--- src/rtl/rxs_pkg.sv ---
package rxs_pkg;

  // one-cycle event pulses from the bit engine to the status control
  typedef struct packed {
    logic startOk;
    logic done;
    logic parErr;
    logic frmErr;
  } rxEvent_t;

  // strobes from the status control back to the datapath
  typedef struct packed {
    logic loadData;
  } rxCtl_t;

  typedef enum logic [2:0] {
    PH_IDLE,
    PH_START,
    PH_DATA,
    PH_PAR,
    PH_STOP
  } rxPhase_t;

endpackage

--- src/rtl/rxs_datapath.sv ---
module rxs_datapath
  import rxs_pkg::*;
#(
  parameter int DATA_W = 8,
  parameter int OVS    = 16
) (
  input  logic              clk,
  input  logic              rstN,
  input  logic              tick,
  input  logic              rxd,
  input  logic              rxEnable,
  input  logic [1:0]        wordLen,
  input  logic              parEn,
  input  logic              parCheck,
  input  logic              parEven,
  input  rxCtl_t            ctl,
  output rxEvent_t          ev,
  output logic [DATA_W-1:0] rxData
);

  localparam int CNT_W = $clog2(OVS);
  localparam int IDX_W = $clog2(DATA_W);
  localparam int LEN_W = IDX_W + 1;
  localparam int MID   = OVS / 2;

  rxPhase_t          phase;
  logic [CNT_W-1:0]  cnt;
  logic [IDX_W-1:0]  bitIdx;
  logic [DATA_W-1:0] shiftReg;
  logic              parBit;
  logic [LEN_W-1:0]  wordBits;
  logic [IDX_W-1:0]  lastIdx;
  logic              midPoint;

  always_comb begin
    wordBits = LEN_W'(DATA_W) - LEN_W'(wordLen);
    lastIdx  = IDX_W'(wordBits - LEN_W'(1));
    midPoint = (cnt == CNT_W'(OVS - 1));
  end

  always_ff @(posedge clk or negedge rstN) begin
    if (!rstN) begin
      phase    <= PH_IDLE;
      cnt      <= '0;
      bitIdx   <= '0;
      shiftReg <= '0;
      parBit   <= 1'b0;
      ev       <= '0;
      rxData   <= '0;
    end else begin
      ev <= '0;
      if (!rxEnable) begin
        phase <= PH_IDLE;
        cnt   <= '0;
      end else if (tick) begin
        case (phase)
          PH_IDLE: begin
            if (!rxd) begin
              phase <= PH_START;
              cnt   <= CNT_W'(1);
            end
          end
          PH_START: begin
            if (cnt == CNT_W'(MID - 1)) begin
              if (!rxd) begin
                phase      <= PH_DATA;
                cnt        <= '0;
                bitIdx     <= '0;
                shiftReg   <= '0;
                parBit     <= 1'b0;
                ev.startOk <= 1'b1;
              end else begin
                phase <= PH_IDLE;
              end
            end else begin
              cnt <= cnt + CNT_W'(1);
            end
          end
          PH_DATA: begin
            if (midPoint) begin
              cnt              <= '0;
              shiftReg[bitIdx] <= rxd;
              if (bitIdx == lastIdx) begin
                phase <= parEn ? PH_PAR : PH_STOP;
              end else begin
                bitIdx <= bitIdx + IDX_W'(1);
              end
            end else begin
              cnt <= cnt + CNT_W'(1);
            end
          end
          PH_PAR: begin
            if (midPoint) begin
              cnt    <= '0;
              parBit <= rxd;
              phase  <= PH_STOP;
            end else begin
              cnt <= cnt + CNT_W'(1);
            end
          end
          PH_STOP: begin
            if (midPoint) begin
              cnt       <= '0;
              phase     <= PH_IDLE;
              ev.done   <= 1'b1;
              ev.frmErr <= !rxd;
              ev.parErr <= parEn && parCheck && (((^shiftReg) ^ parBit) == parEven);
            end else begin
              cnt <= cnt + CNT_W'(1);
            end
          end
          default: phase <= PH_IDLE;
        endcase
      end
      if (ctl.loadData) rxData <= shiftReg;
    end
  end

  // start confirmation and frame completion never coincide
  a_r2_single_event: assert property (@(posedge clk) disable iff (!rstN)
    $onehot0({ev.done, ev.startOk}));

  // a disabled receiver produces no frame events
  a_r9_quiet_when_off: assert property (@(posedge clk) disable iff (!rstN)
    !rxEnable |=> !(ev.done || ev.startOk));

endmodule

--- src/rtl/rxs_control.sv ---
module rxs_control
  import rxs_pkg::*;
(
  input  logic     clk,
  input  logic     rstN,
  input  rxEvent_t ev,
  input  logic     cmdEnable,
  input  logic     irqMask,
  input  logic     hsEarly,
  input  logic     rdData,
  input  logic     rdStatus,
  input  logic     dcdN,
  input  logic     dsrN,
  output rxCtl_t   ctl,
  output logic     rxFull,
  output logic     ovrErr,
  output logic     frmErrFlag,
  output logic     parErrFlag,
  output logic     irqFlag,
  output logic     irqN,
  output logic     hsN
);

  logic dcdPrev, dsrPrev;
  logic readSeen;
  logic hsLow;
  logic irqSet;
  logic hsSet;
  logic cleanFrame;

  always_comb begin
    ctl.loadData = ev.done && !rxFull;
    cleanFrame   = !ev.parErr && !ev.frmErr;
    irqSet       = cmdEnable && ((ctl.loadData && !irqMask) ||
                                 (dcdN != dcdPrev) || (dsrN != dsrPrev));
    hsSet        = hsEarly ? ev.startOk : ev.done;
  end

  always_ff @(posedge clk or negedge rstN) begin
    if (!rstN) begin
      dcdPrev    <= 1'b1;
      dsrPrev    <= 1'b1;
      readSeen   <= 1'b0;
      rxFull     <= 1'b0;
      ovrErr     <= 1'b0;
      frmErrFlag <= 1'b0;
      parErrFlag <= 1'b0;
      irqFlag    <= 1'b0;
      hsLow      <= 1'b0;
    end else begin
      dcdPrev <= dcdN;
      dsrPrev <= dsrN;

      if (rdData) rxFull <= 1'b0;
      if (ctl.loadData) begin
        rxFull   <= 1'b1;
        readSeen <= 1'b0;
        if (readSeen && cleanFrame) begin
          parErrFlag <= 1'b0;
          frmErrFlag <= 1'b0;
          ovrErr     <= 1'b0;
        end else begin
          parErrFlag <= parErrFlag | ev.parErr;
          frmErrFlag <= frmErrFlag | ev.frmErr;
        end
      end else if (ev.done) begin
        ovrErr <= 1'b1;
      end
      if (rdData) readSeen <= 1'b1;

      if (irqSet) irqFlag <= 1'b1;
      else if (rdStatus) irqFlag <= 1'b0;

      if (hsSet) hsLow <= 1'b1;
      else if (rdData) hsLow <= 1'b0;
    end
  end

  assign irqN = !(irqFlag && cmdEnable);
  assign hsN  = !hsLow;

  a_r5_full_on_load: assert property (@(posedge clk) disable iff (!rstN)
    (ev.done && !rxFull) |=> rxFull);

  a_r6_overrun_when_busy: assert property (@(posedge clk) disable iff (!rstN)
    (ev.done && rxFull) |=> ovrErr);

  a_r7_parity_sticky: assert property (@(posedge clk) disable iff (!rstN)
    (parErrFlag && !ev.done) |=> parErrFlag);

  a_r8_irq_on_load: assert property (@(posedge clk) disable iff (!rstN)
    (ev.done && !rxFull && cmdEnable && !irqMask) |=> irqFlag);

  a_r10_hs_release: assert property (@(posedge clk) disable iff (!rstN)
    (rdData && !ev.done && !ev.startOk) |=> hsN);

endmodule

--- src/rtl/serial_rx_status.sv ---
module serial_rx_status
  import rxs_pkg::*;
(
  input  logic       clk,
  input  logic       rstN,
  input  logic       tick16,
  input  logic       rxd,
  input  logic       dcdN,
  input  logic       dsrN,
  input  logic [7:0] cmdWord,
  input  logic [1:0] wordLen,
  input  logic       hsEarly,
  input  logic       rdData,
  input  logic       rdStatus,
  output logic [7:0] rxData,
  output logic [7:0] status,
  output logic       irqN,
  output logic       hsN,
  output logic       echoTxd
);

  rxEvent_t ev;
  rxCtl_t   ctl;
  logic     rxFull, ovrErr, frmErrFlag, parErrFlag, irqFlag;
  logic     rxEnable;

  assign rxEnable = cmdWord[0] && !dcdN;

  rxs_datapath #(.DATA_W(8), .OVS(16)) u_datapath (
    .clk      (clk),
    .rstN     (rstN),
    .tick     (tick16),
    .rxd      (rxd),
    .rxEnable (rxEnable),
    .wordLen  (wordLen),
    .parEn    (cmdWord[5]),
    .parCheck (!cmdWord[7]),
    .parEven  (cmdWord[6]),
    .ctl      (ctl),
    .ev       (ev),
    .rxData   (rxData)
  );

  rxs_control u_control (
    .clk        (clk),
    .rstN       (rstN),
    .ev         (ev),
    .cmdEnable  (cmdWord[0]),
    .irqMask    (cmdWord[1]),
    .hsEarly    (hsEarly),
    .rdData     (rdData),
    .rdStatus   (rdStatus),
    .dcdN       (dcdN),
    .dsrN       (dsrN),
    .ctl        (ctl),
    .rxFull     (rxFull),
    .ovrErr     (ovrErr),
    .frmErrFlag (frmErrFlag),
    .parErrFlag (parErrFlag),
    .irqFlag    (irqFlag),
    .irqN       (irqN),
    .hsN        (hsN)
  );

  assign status  = {irqFlag, dsrN, dcdN, 1'b1, rxFull, ovrErr, frmErrFlag, parErrFlag};
  assign echoTxd = (cmdWord[4] && (cmdWord[3:2] == 2'b00)) ? rxd : 1'b1;

endmodule

--- config.mk ---
export PLATFORM = sky130hd
export DESIGN_NAME = serial_rx_status
export DESIGN_NICKNAME = d
export VERILOG_FILES = /design/src/rtl/rxs_pkg.sv /design/src/rtl/rxs_datapath.sv /design/src/rtl/rxs_control.sv /design/src/rtl/serial_rx_status.sv
export SDC_FILE = /design/constraint.sdc
export NUM_CORES = 1
export LEC_CHECK = 0
export ABC_AREA = 1
export BUFFER_PORTS_ARGS = -buffer_cell sky130_fd_sc_hd__buf_2
export CELL_PAD_IN_SITES_DETAIL_PLACEMENT = 0
export CELL_PAD_IN_SITES_GLOBAL_PLACEMENT = 2
export CORE_ASPECT_RATIO = 0.7
export CORE_UTILIZATION = 24
export CTS_CLUSTER_DIAMETER = 40
export DETAILED_ROUTE_END_ITERATION = 16
export PLACE_DENSITY = 0.69
export SLEW_MARGIN = 5
export SYNTH_ARGS = -nofsm -noshare
export SYNTH_HDL_FRONTEND = slang
export SYNTH_HIERARCHICAL = 1
export SYNTH_SLANG_ARGS = --single-unit
export TNS_END_PERCENT = 5
--- constraint.sdc ---
create_clock -name clk -period 1.32 [get_ports clk]
set_input_delay 0.066 -clock clk [delete_from_list [all_inputs] [get_ports clk]]
set_output_delay 0.066 -clock clk [all_outputs]
set_load 0.01 [all_outputs]
## Word-level counts from Yosys, hierarchy flattened

Cells that the tools add are included.

- Add/subtract/negate cells: 4
- Multipliers: 0
- Divide/modulo/power cells: 0
- Magnitude comparators: 2
- Eq/ne operators: 25
- Shift operators: 0
- Multiplexer cells: 55
- Bitwise logic cells: 3
- Reduce and logical (&&, ||, !) cells: 38

Operator list:

| kind | count |
|---|---|
| 2-to-1 mux 3 bit | 15 |
| 2-to-1 mux 4 bit | 8 |
| 2-to-1 mux 8 bit | 3 |
| 2-to-1 mux 1 bit | 21 |
| inequality test 3 bit (second input constant) | 6 |
| one-hot mux 8 bit (2 select lines) | 1 |
| one-hot mux 3 bit (5 select lines) | 1 |
| AND reduction 7 bit | 2 |
| one-hot mux 4 bit (3 select lines) | 1 |
| AND reduction 6 bit | 2 |
| nonzero test 2 bit | 6 |
| logical AND 1 bit | 11 |
| logical NOT 1 bit | 9 |
| bitwise mux 8 bit | 1 |
| inequality test 2 x 1 -> 1 bit (second input constant) | 4 |
| inequality test 4 bit (second input constant) | 2 |
| parity 8 bit | 1 |
| equality test 3 x 2 -> 1 bit (second input constant) | 2 |
| inequality test 2 bit (second input constant) | 3 |
| one-hot mux 3 bit (2 select lines) | 1 |
| adder 4 x 1 -> 4 bit (second input constant) | 1 |
| equality test 4 x 3 -> 1 bit (second input constant) | 1 |
| equality test 4 bit (second input constant) | 1 |
| < comparator 3 x 4 -> 1 bit (second input constant) | 1 |
| 20 further kinds | 23 |

- Register bits: 40
- Bits in latches: 0
- RAM bits: 0
- Memory bits (read-only): 0
- Output and inout port bits: 19
- Word-level logic and storage cells: 146
- Memories kept: 0

## Longest topological paths before layout

- Word-level depth: 8
- Mapped depth: 11
- Gate-level depth less buffers: 11

## Modules after synthesis

The synthesis kept the hierarchy.

By module, submodules not included:

| module | times used | cells an instance | area an instance (µm²) | seq. area each (µm²) |
|---|---|---|---|---|
| rxs_datapath | 1 | 266 | 1878.1 | 775.7 |
| rxs_control | 1 | 43 | 387.9 | 227.7 |
| serial_rx_status | 1 | 16 | 90.1 | 0.0 |

## Worst setup path before layout

No wires, ideal clock.

- Kind: register to register
- Start: register u_datapath.cnt[0]
- End: register u_datapath.cnt[2]
- Setup time: 0.128 ns
- Arrival: 1.314 ns
- Path slack: -0.122 ns
- Cell stages (with the launch flop): 12
- Path buffers: 0
- Period minus slack after synthesis: 1.442 ns
- Cells stage by stage: dfrtp_1 -> ha_1 -> nand2_1 -> inv_1 -> nand2_1 -> nor2_1 -> nand2_1 -> nand2_1 -> nor2_2 -> inv_1 -> nand2_1 -> o21ai_0

- Word-level cells in the longest chain between the ends: 5
- Elaborated cells between the ends (all ways): 10
- Classes of those cells: 1 x add/sub; 3 x eq/ne; 5 x mux; 1 x reduce/logical

Ends and longest elaborated chain:

| item | RTL line | RTL |
|---|---|---|
| start: declaration | rxs_datapath.sv:27 | `logic [CNT_W-1:0] cnt;` |
| start signal: assignment | rxs_datapath.sv:76 | `cnt <= cnt + CNT_W'(1);` |
| start signal: assignment | rxs_datapath.sv:89 | `cnt <= cnt + CNT_W'(1);` |
| start signal: assignment | rxs_datapath.sv:98 | `cnt <= cnt + CNT_W'(1);` |
| adder 4 x 1 -> 4 bit, or another cell as far along | n/a |  |
| 2-to-1 mux 4 bit, on equally long branches | n/a |  |
| one-hot mux 4 bit (3 select lines) | rxs_datapath.sv:56 | `case (phase)` |
| 2-to-1 mux 4 bit | rxs_datapath.sv:55 | `end else if (tick) begin` |
| 2-to-1 mux 4 bit | rxs_datapath.sv:52 | `if (!rxEnable) begin` |

Parallel ways exist; a longest one is shown, timed or not. The select of a mux whose other input is x is not followed.
A chain may end at the register's enable or synchronous reset.

## Worst setup path after layout

- Start: register u_datapath.cnt[0]
- End: register u_datapath.shiftReg[1]

- Word-level cells in the longest chain between the ends: 3
- Elaborated cells between the ends (all ways): 5
- Classes of those cells: 4 x eq/ne; 1 x reduce/logical

Ends and longest elaborated chain:

| item | RTL line | RTL |
|---|---|---|
| equality test 4 bit / equality test 4 x 3 -> 1 bit (equally long branches) | rxs_datapath.sv:38, rxs_datapath.sv:64 |  |
| inequality test 2 x 1 -> 1 bit (no source line) | n/a |  |
| AND reduction 6 bit (no source line) * | n/a |  |
| end signal: indexed assignment | rxs_datapath.sv:82 | `shiftReg[bitIdx] <= rxd;` |
| end: declaration | rxs_datapath.sv:29 | `logic [DATA_W-1:0] shiftReg;` |

Mark *: on every way between the ends. The rest lies on a longest branch, timed or not.

==> impl_metrics.toml <==
[place]
routabilityCongestion = 0.777
pre_cts_slack_ns = -0.282
hpwl_um = 4460
portBuffers = 36
dp_cells = 513

[synth]
ys.flop_type = "dfrtp_1"
ys_ff_latch = 40
synth_most_common_cell = "nand2_1"
ys_seq_area_share_pct = 42.6
synth_area_leaders = "dfrtp_1, nand2_1, inv_1"
synth_top_area_cell = "dfrtp_1"
synthArstFlopShare_pct = 100
synth_common_cells = "nand2_1, dfrtp_1, inv_1"
synth_top_cell_area_share_pct = 40.4
synth_cell_types = 31
synth_area_um2 = 2360
ys_warn_count = 6
synth_edf_count = 0
netlist_instances = 325
syn_avg_cell_area_um2 = 7.25
postSynthNetCount = 346

[clocking]
clk_root_buffer_cell = "clkbuf_16"
numCtsBuffers = 5
cts_max_path_buffers = 2
h-tree-depth = 2
cts_tree = "yes"
clkSinkCount = 40
path_clk_slew_ns = 0.06
worst_skew_pair.late_latency_ns = 0.29

[setup_path]
end_kind = "register"
crit_type = "reg -> reg"
crit_start = "u_datapath/cnt[0]$_DFFE_PN0P_"
worst-path-stages = 10
crit_path_max_fanout = 8
worstPathCellList = "ha_2, nand2_4, inv_4, nand2_4, nor2_4, nor2_4, nor2_4, nand2_1, nand2_1, nand2_1"
cp.arrival_ns = 1.66
reg2reg_depth = 10
start_kind = "register"
cp.required_ns = 1.50
r2r-start = "u_datapath/cnt[0]$_DFFE_PN0P_"
max_stage_delay_ns = 0.36
cpLargestDelayFamily = "simple AND/OR/NAND/NOR gates"
crit_slowest_cell = "dfrtp_1"
cp.buffers_inverters = 1

[sta]
fin_crit_ns = 1.49
fin_skew_ns = 0.00708
final-max-slew-violation-count = 0
period_share_pct = 113
hold_viol = 0
finalSetupViolCount = 21
rsz0062_at_grt = "yes"
fmax_ghz = 0.673
setup_slack_ns = -0.165

[cells_and_area]
n_antenna_cell = 0
drive_gt1_share_pct = 34.0
syn_to_final_growth_pct = 40.5
multi_input_area_um2 = 1200
finalNonFillerCells = 533
num-fill-cells = 1001
nNetsFinal = 429
final-seq-area_um2 = 1000

[power]
ir_drop_mv = 0.440
sequentialPowerShare_pct = 42.3
p_int_w = 0.00230
p_sw_w = 0.000656
powerDensity_nw_per_um2 = 892
p_comb_share_pct = 8.3
leakagePower_nw = 1.71
swShare_pct = 22.2
power_frac_clock_pct = 49.4

[grt]
grt_pass1_vias = 2068
antenna_found_initial = 0
grt_pass1_wl_um = 10200
grt_max_degree = 41
gr-total-overflow = 0
track_usage_pct = 12.8

[floorplan]
die_h_um = 84.9
core.rowCount = 29
num_io_pins = 38
initial_utilization_pct = 25.4
die_x_um = 120
core_region_area_um2 = 9290
die_area_um2 = 10200

[min_path]
whs_path_depth = 2
hold_start = "dcdN"
worstHoldPathType = "in -> reg"

[detailed_routing]
avgRoutedWirePerCell_um = 11.2
drc = 0
first_pass_iters = 4
ant_nets = 0
first_iter_violations = 99
vias_per_cell = 4.08
vias = 2177
routed_wl_um = 5990

[flow_run]
cap_violations = 0

[outcome]
failed_checks = "negative setup slack"
outcome = "finished with violations"
[placed cells by master (no fill, tap or decap), types with 5 or more instances in the layout]
master | netlist | routed
nor2_4 | 3 | 8
nand2_4 | 1 | 5
buf_2 | 3 | 36
or2_0 | 6 | 6
o21ai_0 | 8 | 6
buf_4 | 8 | 45
nor2_1 | 32 | 28
clkbuf_16 | 0 | 5
inv_2 | 5 | 5
inv_1 | 37 | 34
nand2_1 | 106 | 98
nand2_2 | 7 | 11
nand3_1 | 20 | 20
nor3_1 | 6 | 6
nand4_1 | 5 | 5
dfrtp_1 | 38 | 37
a21oi_1 | 14 | 13
[worst reg2reg max path: cells and delay by family (launching register included)]
| kind | cells | cell delay (ns) |
|---|---|---|
| adder cells (fa/ha/maj) | 1 | 0.21 |
| buffers and inverters | 1 | 0.06 |
| flip-flops | 1 | 0.36 |
| AND/OR/NAND/NOR | 8 | 0.74 |
[flip-flops by register name, indices dropped and copies added (netlist names)]
signal                cells
u_control/rxFull          1
u_control/irqFlag         1
u_control/hsLow           1
u_datapath/ev             4
u_control/frmErrFlag      1
u_datapath/rxData         8
u_control/readSeen        1
u_datapath/phase          3
u_datapath/cnt            4
u_control/ovrErr          1
u_datapath/bitIdx         3
u_datapath/shiftReg       8
u_control/dsrPrev         1
u_control/parErrFlag      1
u_control/dcdPrev         1
u_datapath/parBit         1
[power groups by stage]
stage / sequential [W] / combinational (W) / clock, W
global placement: 0.00127 / 0.000231 / 0
detailed placement: 0.00127 / 0.000228 / 0
floorplan: 0.00127 / 0.000100 / 0
CTS: 0.00125 / 0.000244 / 0.00153
global route: 0.00125 / 0.000276 / 0.00158
finish: 0.00125 / 0.000245 / 0.00146
[layout make-up]
type / instances / area share [%]
clock buffers: 6 / 4.20
well taps: 124 / 4.69
repair buffers: 88 / 18.4
inverters: 42 / 4.99
flip-flops and latches: 40 / 30.4
clock inverters: 2 / 1.17
multi-input cells: 231 / 36.2
[timing repair]
action	in CTS	in global routing
gates resized for setup	17	12
pin swaps	10	12
buffers inserted	3	5
endpoints found under the setup margin	23	23
cloned	0	0
endpoints found under the hold margin	41	0
hold buffers	4	0
[routing by layer]
metal	part of all wire [%]	vias up	track usage [%]	wire length [um]
li1	-	1178	-	-
met1	56	970	19.3	3350
met2	40	27	17.8	2410
met3	3.2	2	3.29	193
met4	0.57	0	3.37	34
met5	0	-	0	0
[cells by family after synthesis]
kind of cell               Yosys count  share of synthesized area [%]
DFF                                 40                           42.6
buffers and inverters               54                           10.0
other                                1                          0.159
adders and majority gates            2                           1.06
and+or+nand+nor                    196                           37.7
AOI/OAI and AO/OA                   25                           5.68
muxes                                2                          0.956
xor gates and xnor gates             5                           1.86
[path summary, 6_finish.rpt]
kind	endpoint	slack, ns
setup / recovery	u_datapath/shiftReg[1]$_DFFE_PN0P_	-0.17
hold / removal	u_control/dcdPrev$_DFF_PN1_	0.01
setup reg to reg	u_datapath/shiftReg[1]$_DFFE_PN0P_	-0.17
hold reg to reg	u_datapath/cnt[3]$_DFFE_PN0P_	0.49
max in group asynchronous	u_control/dcdPrev$_DFF_PN1_	0.76
min in group asynchronous	u_datapath/cnt[3]$_DFFE_PN0P_	0.28
[metrics by stage]
stage               total power [W]  cell area, um2  TNS, ns  util [%]  hold WS, ns
floorplan                   0.00137            2370   -0.642         -       -0.230
global placement            0.00150            2940    -3.01      31.6       0.0607
detailed placement          0.00150            2940    -4.32      31.6       0.0625
CTS                         0.00302            3220    -2.22      34.7      0.00185
global route                0.00310            3310    -4.85      35.6       0.0102
finish                      0.00295            3310    -2.43      35.6       0.0119
(Power assumes the default switching activity.)
